### config.mk
export PLATFORM = sky130hd
export DESIGN_NAME = prescale_timer
export DESIGN_NICKNAME = d
export VERILOG_FILES = /design/src/rtl/timer_pkg.sv /design/src/rtl/timer_regs.sv /design/src/rtl/timer_prescaler.sv /design/src/rtl/timer_core.sv /design/src/rtl/prescale_timer.sv
export SDC_FILE = /design/constraint.sdc
export NUM_CORES = 1
export LEC_CHECK = 0
export ABC_AREA = 1
export BUFFER_PORTS_ARGS = -buffer_cell sky130_fd_sc_hd__buf_2
export CORE_MARGIN = 4
export CORE_UTILIZATION = 50
export CTS_CLUSTER_DIAMETER = 60
export DETAILED_ROUTE_END_ITERATION = 6
export PLACE_DENSITY_LB_ADDON = 0.25
export SETUP_SLACK_MARGIN = 0.5
export SLEW_MARGIN = 5
export SYNTH_ARGS = -nofsm -noshare
export SYNTH_HDL_FRONTEND = slang
export SYNTH_HIERARCHICAL = 1
export SYNTH_SLANG_ARGS = --single-unit
export TNS_END_PERCENT = 10
### constraint.sdc
create_clock -name clk -period 4.6 [get_ports clk]
set_input_delay 1.38 -clock clk [delete_from_list [all_inputs] [get_ports clk]]
set_output_delay 1.38 -clock clk [all_outputs]
set_load 0.01 [all_outputs]
### src/rtl/timer_pkg.sv
// Shared register addresses and control-bit positions for the prescaled timer.
// Assumes word addressing on the register bus.
package timer_pkg;
    localparam int REG_CTRL   = 0;
    localparam int REG_STATUS = 1;
    localparam int REG_START  = 2;
    localparam int REG_SCALE  = 3;
    localparam int REG_COUNT  = 4;

    localparam int CTRL_GO_BIT   = 0;
    localparam int CTRL_HALT_BIT = 1;
endpackage

### src/rtl/timer_regs.sv
// Register file and bus decode. Holds the starting value and prescale value,
// turns control writes into one-cycle start/stop pulses, and muxes read data.
// Assumes the bus is single-cycle: a strobed write takes effect at that edge.
module timer_regs #(
    parameter int DATA_W = 32,
    parameter int ADDR_W = 4
) (
    input  logic              clk,
    input  logic              rst_n,
    input  logic              bus_cs,
    input  logic              bus_we,
    input  logic [ADDR_W-1:0] bus_addr,
    input  logic [DATA_W-1:0] bus_wdata,
    input  logic              running,
    input  logic [DATA_W-1:0] count,
    output logic [DATA_W-1:0] start_val,
    output logic [DATA_W-1:0] scale_val,
    output logic              go_cmd,
    output logic              halt_cmd,
    output logic [DATA_W-1:0] bus_rdata
);
    import timer_pkg::*;

    logic wr_en;
    logic rd_en;

    assign wr_en = bus_cs && bus_we;
    assign rd_en = bus_cs && !bus_we;

    // Decode control writes into command pulses; start outranks stop.
    always_comb begin
        go_cmd   = wr_en && (bus_addr == ADDR_W'(REG_CTRL)) && bus_wdata[CTRL_GO_BIT];
        halt_cmd = wr_en && (bus_addr == ADDR_W'(REG_CTRL)) && bus_wdata[CTRL_HALT_BIT]
                   && !bus_wdata[CTRL_GO_BIT];
    end

    // Configuration registers, writable only while the timer is idle.
    always_ff @(posedge clk) begin
        if (!rst_n) begin
            start_val <= '0;
            scale_val <= '0;
        end else if (wr_en && !running) begin
            if (bus_addr == ADDR_W'(REG_START)) start_val <= bus_wdata;
            if (bus_addr == ADDR_W'(REG_SCALE)) scale_val <= bus_wdata;
        end
    end

    // Read mux; zero for control, unmapped words and idle bus.
    always_comb begin
        bus_rdata = '0;
        if (rd_en) begin
            case (bus_addr)
                ADDR_W'(REG_STATUS): bus_rdata = DATA_W'(running);
                ADDR_W'(REG_START):  bus_rdata = start_val;
                ADDR_W'(REG_SCALE):  bus_rdata = scale_val;
                ADDR_W'(REG_COUNT):  bus_rdata = count;
                default:             bus_rdata = '0;
            endcase
        end
    end
endmodule

### src/rtl/timer_prescaler.sv
// Clock divider: counts 0..limit while enabled and pulses tick on the cycle
// it sits at limit, then wraps to zero. Restart forces it back to zero.
// Assumes limit is held stable while enabled.
module timer_prescaler #(
    parameter int W = 32
) (
    input  logic         clk,
    input  logic         rst_n,
    input  logic         restart,
    input  logic         enable,
    input  logic [W-1:0] limit,
    output logic         tick
);
    logic [W-1:0] phase;

    assign tick = enable && (phase == limit);

    // Phase counter: clear on restart, wrap after limit, else advance.
    always_ff @(posedge clk) begin
        if (!rst_n || restart) begin
            phase <= '0;
        end else if (enable) begin
            phase <= tick ? '0 : phase + W'(1);
        end
    end
endmodule

### src/rtl/timer_core.sv
// Count register and running flag. Loads on start, freezes on stop, steps
// down on each prescaler tick and halts at one.
// Assumes go and halt are never both asserted (decoder gives start priority).
module timer_core #(
    parameter int W = 32
) (
    input  logic         clk,
    input  logic         rst_n,
    input  logic         go,
    input  logic         halt,
    input  logic         tick,
    input  logic [W-1:0] start_val,
    output logic [W-1:0] count,
    output logic         running
);
    localparam logic [W-1:0] LAST_STEP = W'(2);
    localparam logic [W-1:0] FLOOR     = W'(1);

    // Count and run-state update, priority start > stop > tick.
    always_ff @(posedge clk) begin
        if (!rst_n) begin
            count   <= '0;
            running <= 1'b0;
        end else if (go) begin
            count   <= start_val;
            running <= (start_val > FLOOR);
        end else if (halt) begin
            running <= 1'b0;
        end else if (running && tick) begin
            count <= count - W'(1);
            if (count == LAST_STEP) running <= 1'b0;
        end
    end
endmodule

### src/rtl/prescale_timer.sv
// Top of the prescaled countdown timer: register file, prescaler and counter.
// Assumes a single-cycle register bus with combinational read data.
module prescale_timer #(
    parameter int DATA_W = 32,
    parameter int ADDR_W = 4
) (
    input  logic              clk,
    input  logic              rst_n,
    input  logic              bus_cs,
    input  logic              bus_we,
    input  logic [ADDR_W-1:0] bus_addr,
    input  logic [DATA_W-1:0] bus_wdata,
    output logic [DATA_W-1:0] bus_rdata
);
    logic [DATA_W-1:0] start_val;
    logic [DATA_W-1:0] scale_val;
    logic [DATA_W-1:0] count_q;
    logic              running;
    logic              go_cmd;
    logic              halt_cmd;
    logic              tick;
    logic              step_en;

    assign step_en = running && !go_cmd && !halt_cmd;

    timer_regs #(.DATA_W(DATA_W), .ADDR_W(ADDR_W)) u_regs (
        .clk(clk), .rst_n(rst_n), .bus_cs(bus_cs), .bus_we(bus_we),
        .bus_addr(bus_addr), .bus_wdata(bus_wdata), .running(running),
        .count(count_q), .start_val(start_val), .scale_val(scale_val),
        .go_cmd(go_cmd), .halt_cmd(halt_cmd), .bus_rdata(bus_rdata)
    );

    timer_prescaler #(.W(DATA_W)) u_presc (
        .clk(clk), .rst_n(rst_n), .restart(go_cmd), .enable(step_en),
        .limit(scale_val), .tick(tick)
    );

    timer_core #(.W(DATA_W)) u_core (
        .clk(clk), .rst_n(rst_n), .go(go_cmd), .halt(halt_cmd), .tick(tick),
        .start_val(start_val), .count(count_q), .running(running)
    );
endmodule

==> results by group, run 1 <==
Run status
  – Status: finished, final reports clean

Placed design
  – Placed Cells: 1746
  – DP HPWL: 21.0 mm
  – GP Congestion: 0.953
  – Worst slack, placed: 643 ps
  – Input/output buffers: 71

Clock network
  – Clock latency on the worst-skew pair: 420 ps
  – Total CTS buffers: 17
  – H-Tree Depth: 4
  – Post-CTS sizing: 0
  – Setup Buffers After CTS: 0
  – CTS clk-pin slew, worst paths: 60 ps
  – Clock Sinks: 129
  – CTS tree: yes
  – Clock Path Buffers: 2
  – CTS Hold Bufs: 0
  – Root Driver: clkbuf_16

Drt
  – Routed WL per cell: 15.6 µm
  – Starting DRC count in detailed routing: 934
  – Vias per Instance: 5.37
  – Drt drc: 0
  – Drt pass-1 iters: 6
  – WL final: 27.8 mm
  – Via count: 9545
  – Post-route ant nets: 0

Global routing
  – Met1 GRT Util: 0.380
  – Total gr overflow: 0
  – Vias in the first global route: 8498
  – First-pass GRT wire length: 44.2 mm
  – GR Util met2: 0.446
  – Grt met3 use: 0.0485
  – Antenna violations before repair: 0
  – Largest net degree at the start of global routing: 67
  – Most Crowded Layer GR: met2
  – GR Util All Layers: 0.277

Worst setup path
  – CP peak stage delay: 330 ps
  – Reg2reg setup slack: 1980 ps
  – Slowest library cell on the worst path: buf_4
  – CP Data Required Time: 3220 ps
  – Crit path depth: 8
  – Crit path max-delay family: buffers and inverters
  – Worst-path maximum fanout: 21
  – Crit Path Class: in -> out
  – Worst r2r dst: u_core/count[3]
  – WP buf/inv: 4
  – CP Launch Type: input pin
  – CP endpoint kind: primary output
  – Arr. time, crit path: 2620 ps
  – Critical Path Source: bus_addr[0]
  – CP Cell Sequence: buf_2 > nor2_2 > buf_4 > nand3_1 > nand3_1 > nand2_1 > inv_1 > buf_2
  – Crit path to: bus_rdata[15]
  – Reg-to-Reg Start: u_presc/phase[13]
  – R2R cell count: 16

Die
  – Initial Util: 0.509
  – Die Height: 141 µm
  – Die width: 141 µm
  – Top-Level Pins: 72
  – Rows: 48
  – Core area: 0.0173 mm²
  – Die area: 0.0198 mm²

Job
  – MaxCap Viol Count: 0

Final layout
  – Area Growth Syn to Fin: 12.6%
  – Post-Layout Cell Count: 1778
  – Share of cells above drive strength 1: 0.127
  – Final net count: 1583
  – N_diodes: 0

Synth
  – Yosys reg bits: 129
  – Synth top cells by count: nand2_1, nor2_1, nand3_1, inv_1, dfxtp_1
  – Post-synth top area share: 0.293
  – Synth Cell Area: 0.00880 mm²
  – Count leader, synth: nand2_1
  – Synth Flop Type: dfxtp_1
  – Mean Syn Cell Area: 5.91 µm²
  – Synth unique cells: 43
  – Mapped Nets: 1532
  – Post-synth EDFFs: 0
  – Top cells by area, synth: dfxtp_1, nand2_1, nor2_1
  – Area leader, netlist: dfxtp_1
  – Asr flop ratio synth: 0
  – Share of the yosys chip area belonging to registers: 0.293
  – Synth warnings: 6
  – Cell count after synthesis: 1489

Timing
  – Fin crit period: 4000 ps
  – Setup violators final: 0
  – Setup TNS: 0 ps
  – Fin Hold WS: 489 ps
  – Slew headroom: 0.185
  – Final Worst Setup Slack: 603 ps
  – Slew Limit Fails: 0
  – Fmax: 0.250 GHz
  – RSZ-0062 raised after global routing: true
  – Slew at the pin with the worst max-slew slack: 1220 ps
  – Part of the cycle the worst path needs: 0.869
  – Fin. Hold Viols: 0
  – Clock Skew: 10.0 ps

Power and ir drop
  – Leakage: 0.00485 µW
  – Clock power frac: 0.517
  – Sw power: 671 µW
  – Comb power frac: 0.063
  – Max rail drop VDD: 272 µV
  – Sw frac: 0.248
  – PwrDens: 273 mW/mm²
  – Register share of total power: 0.420
  – Tot Pwr: 2710 µW
  – P_int: 2040 µW

Hold path
  – HP Class: reg -> reg
-- flip-flops by register name, summed over array words and instances, names as in the netlist --
register and flops:
u_core/count 32, u_core/running 1, u_presc/phase 32, u_regs/scale_val 32, u_regs/start_val 32
-- power groups by stage --
stage                     logic, µW  clock network, µW  registers [µW]
after global placement          167                  0            1160
after global routing            189               1480            1140
after CTS                       169               1420            1140
final                           172               1400            1140
after detailed placement        168                  0            1160
after floorplan                 115                  0            1160
-- cells in the final DEF, fill, tap and decap left out, drive strengths merged, types with 4 or more instances in the layout --
cell type	synthesis	routed
a21oi	29	29
a22oi	20	20
a31oi	8	8
buf	44	91
clkbuf	15	18
clkinv	2	8
dfxtp	129	129
inv	203	206
nand2	397	397
nand3	217	217
nand4	26	26
nor2	311	311
nor3	19	19
o21ai	20	20
o21bai	6	6
or2	4	4
xnor2	8	8
xor2	18	18
-- per-stage QoR --
step | util | instance area (µm²)
after global placement | 0.538 | 9300
after global routing | 0.573 | 9910
after detailed placement | 0.538 | 9300
final | 0.573 | 9910
after floorplan | - | 8800
after CTS | 0.573 | 9910
-- per-layer routing --
layer  vias up  part of all wire
li1       4780                 -
met4         0             0.024
met3        47             0.067
met1      4332              0.44
met5         -                 0
met2       386              0.47
-- cell type report --
type,instances,area [µm²]
inverters,205,771
clock buffers,18,429
clock inverters,14,179
repair buffers,91,518
multi-input cells,1096,5150
flip-flops and latches,129,2580
fillers,1781,7390
well taps,225,282
-- cell families after synthesis --
logic type	share of synthesized area
AOI/OAI and AO/OA	0.0601
xor gates and xnor gates	0.0259
adders and majority gates	0.00427
buffers and inverters	0.124
DFF	0.293
and+or+nand+nor	0.493
-- how the worst min path moves through the flow --
stage	to	slack, ps	startpoint	cells after the start
after global placement	u_core/count[0]	470	u_core/count[0]	2
after detailed placement	u_core/count[0]	480	u_core/count[0]	2
after floorplan	u_core/count[0]	460	u_core/count[0]	2
final	u_core/count[0]	490	u_core/count[0]	2
after global routing	u_core/count[0]	530	u_core/count[0]	2
after CTS	u_core/count[0]	490	u_core/count[0]	2
-- worst register-to-register path: cells and delay by family, from the launching register on --
family / cells / cell delay (ps)
buf+inv: 4 / 620
flops: 1 / 440
compound gates: 2 / 350
simple gates: 10 / 1130
Power figures use the tool's default switching activity.
==> inputs of run 2 (changes only) <==
RECOVER_POWER = 25   (was not set)
==> run 2 against run 1 <==
  * The run now ends with capacitance limit, slew limit left
  * Non-clock buffer count stayed put
  * Die area did not move
  * Register-to-register slack barely moved
  * Total power is essentially flat
  * Critical endpoint unchanged
  * Highest routed layer unchanged
==> results by group, run 2 (synthesized netlist as in run 1, its figures left out) <==
Clock network
  – Post-CTS sizing: 0 (unchanged)
  – CTS clk-pin slew, worst paths: 60 ps (about the same)
  – Clock Path Buffers: 2 (unchanged)
  – H-Tree Depth: 4 (unchanged)
  – Root Driver: clkbuf_16 (unchanged)
  – Clock Sinks: 129 (unchanged)
  – CTS tree: yes (unchanged)
  – Total CTS buffers: 17 (unchanged)
  – Setup Buffers After CTS: 0 (unchanged)
  – CTS Hold Bufs: 0 (unchanged)
  – Clock latency on the worst-skew pair: 420 ps (about the same)

Die
  – Rows: 48 (unchanged)
  – Die area: 0.0198 mm² (unchanged)
  – Die width: 141 µm (unchanged)
  – Die Height: 141 µm (unchanged)
  – Core area: 0.0173 mm² (unchanged)
  – Initial Util: 0.509 (unchanged)
  – Top-Level Pins: 72 (unchanged)

Timing
  – Part of the cycle the worst path needs: 0.867 (was 0.869)
  – Fmax: 0.251 GHz (was 0.250 GHz)
  – Setup violators final: 0 (unchanged)
  – RSZ-0062 raised after global routing: true (unchanged)
  – Slew Limit Fails: 33 (was 0)
  – Fin crit period: 3990 ps (was 4000 ps)
  – Slew headroom: -0.498 (was 0.185)
  – Fin Hold WS: 492 ps (was 489 ps)
  – Fin. Hold Viols: 0 (unchanged)
  – Setup TNS: 0 ps (unchanged)
  – Slew at the pin with the worst max-slew slack: 2240 ps (was 1220 ps)
  – Clock Skew: 9.37 ps (was 10.0 ps)

Drt
  – Starting DRC count in detailed routing: 893 (was 934)
  – Drt drc: 0 (unchanged)
  – Via count: 9453 (was 9545)
  – Vias per Instance: 5.32 (was 5.37)
  – WL final: 27.8 mm (about the same)
  – Drt pass-1 iters: 6 (unchanged)
  – Routed WL per cell: 15.6 µm (about the same)
  – Post-route ant nets: 0 (unchanged)

Global routing
  – GR Util All Layers: 0.277 (unchanged)
  – Largest net degree at the start of global routing: 67 (unchanged)
  – Antenna violations before repair: 0 (unchanged)
  – Vias in the first global route: 8498 (unchanged)
  – Total gr overflow: 0 (unchanged)
  – First-pass GRT wire length: 44.2 mm (unchanged)

Placed design
  – GP Congestion: 0.953 (unchanged)
  – DP HPWL: 21.0 mm (unchanged)
  – Post-DP Area: 0.00930 mm² (unchanged)
  – Input/output buffers: 71 (unchanged)

Final layout
  – Filler cells: 1788 (was 1781)
  – N_diodes: 0 (unchanged)
  – Share of cells above drive strength 1: 0.124 (was 0.127)
  – Fin area: 0.00988 mm² (was 0.00991 mm²)
  – Final core utilization: 0.571 (was 0.573)
  – Most common cell after layout, fill and taps aside: nand2_1 (unchanged)
  – Most frequent cells in the layout: nand2_1, nor2_1, nand3_1, inv_1, dfxtp_1 (unchanged)
  – Final net count: 1583 (unchanged)
  – Area Growth Syn to Fin: 12.3% (was 12.6%)

Power and ir drop
  – PwrDens: 274 mW/mm² (was 273 mW/mm²)
  – Leakage: 0.00484 µW (was 0.00485 µW)
  – Max rail drop VDD: 273 µV (was 272 µV)
  – Tot Pwr: 2710 µW (about the same)

Worst setup path
  – CP Cell Sequence: buf_2 > nor2_2 > buf_4 > nand3_1 > nand3_1 > nand2_1 > inv_1 > buf_2 (unchanged)
  – CP Launch Type: input pin (unchanged)
  – CP peak stage delay: 330 ps (about the same)
  – Crit Path Class: in -> out (unchanged)
  – Arr. time, crit path: 2610 ps (was 2620 ps)
  – CP Data Required Time: 3220 ps (about the same)
  – Worst-path maximum fanout: 21 (unchanged)
  – Slowest library cell on the worst path: buf_4 (unchanged)
  – CP endpoint kind: primary output (unchanged)
  – Crit path max-delay family: buffers and inverters (unchanged)
  – WP buf/inv: 4 (unchanged)

Job
  – MaxCap Viol Count: 1 (was 0)

Run status
  – Failing checks: capacitance limit, slew limit
  – Status: finished, violations left (was finished, final reports clean)

Hold path
  – HP Class: reg -> reg (unchanged)
## run 2: cell types whose count changed in the layout (fill, tap and decap cells not counted), sizes merged
cell,previous run,this run
clkbuf,18,21
buf,91,88
## run 2: stage by stage
step	instances	setup WS (ps)
global route	1778	497
detailed placement	1746	643
global placement	1746	639
CTS	1778	620
finish	1778	612
floorplan	1489	615
## run 2: path summary, 6_finish.rpt
kind                        start  cells past startpoint  slack (ps)                   end
setup / recovery      bus_addr[0]                      8         610         bus_rdata[15]
hold / removal    u_core/count[0]                      2         490       u_core/count[0]
setup reg to reg   u_core/running                      5        1980  u_regs/start_val[23]
hold reg to reg   u_core/count[0]                      2         490       u_core/count[0]
## run 2: report_power, final
group          switching, µW  internal, µW  leakage (µW)
combinational            119          51.5       0.00351
clock                    543           861      0.000293
sequential              11.1          1120       0.00104
## run 2: area by class of cell
class / instances / area (µm²) / share of cell area
inverter: 205 / 771 / 0.0780
timing repair buffer: 91 / 509 / 0.0515
clock buffer: 18 / 429 / 0.0434
clock inverter: 14 / 179 / 0.0181
tap: 225 / 282 / 0.0285
multi-input combinational: 1096 / 5130 / 0.519
sequential: 129 / 2580 / 0.261
## run 2: worst register-to-register path: cells and delay by family, from the launching register on
kind,cells,cell delay (ps)
buf+inv,1,80
flops,1,370
simple gates,4,2120
## run 2: layer usage
metal / share of wire / global-route usage / wire length (µm) / up-vias
met4: 0.024 / 0.0882 / 673 / 0
met5: 0 / 0 / 0 / -
met3: 0.069 / 0.0485 / 1910 / 46
met2: 0.47 / 0.446 / 13000 / 371
li1: - / - / - / 4784
met1: 0.44 / 0.380 / 12200 / 4252
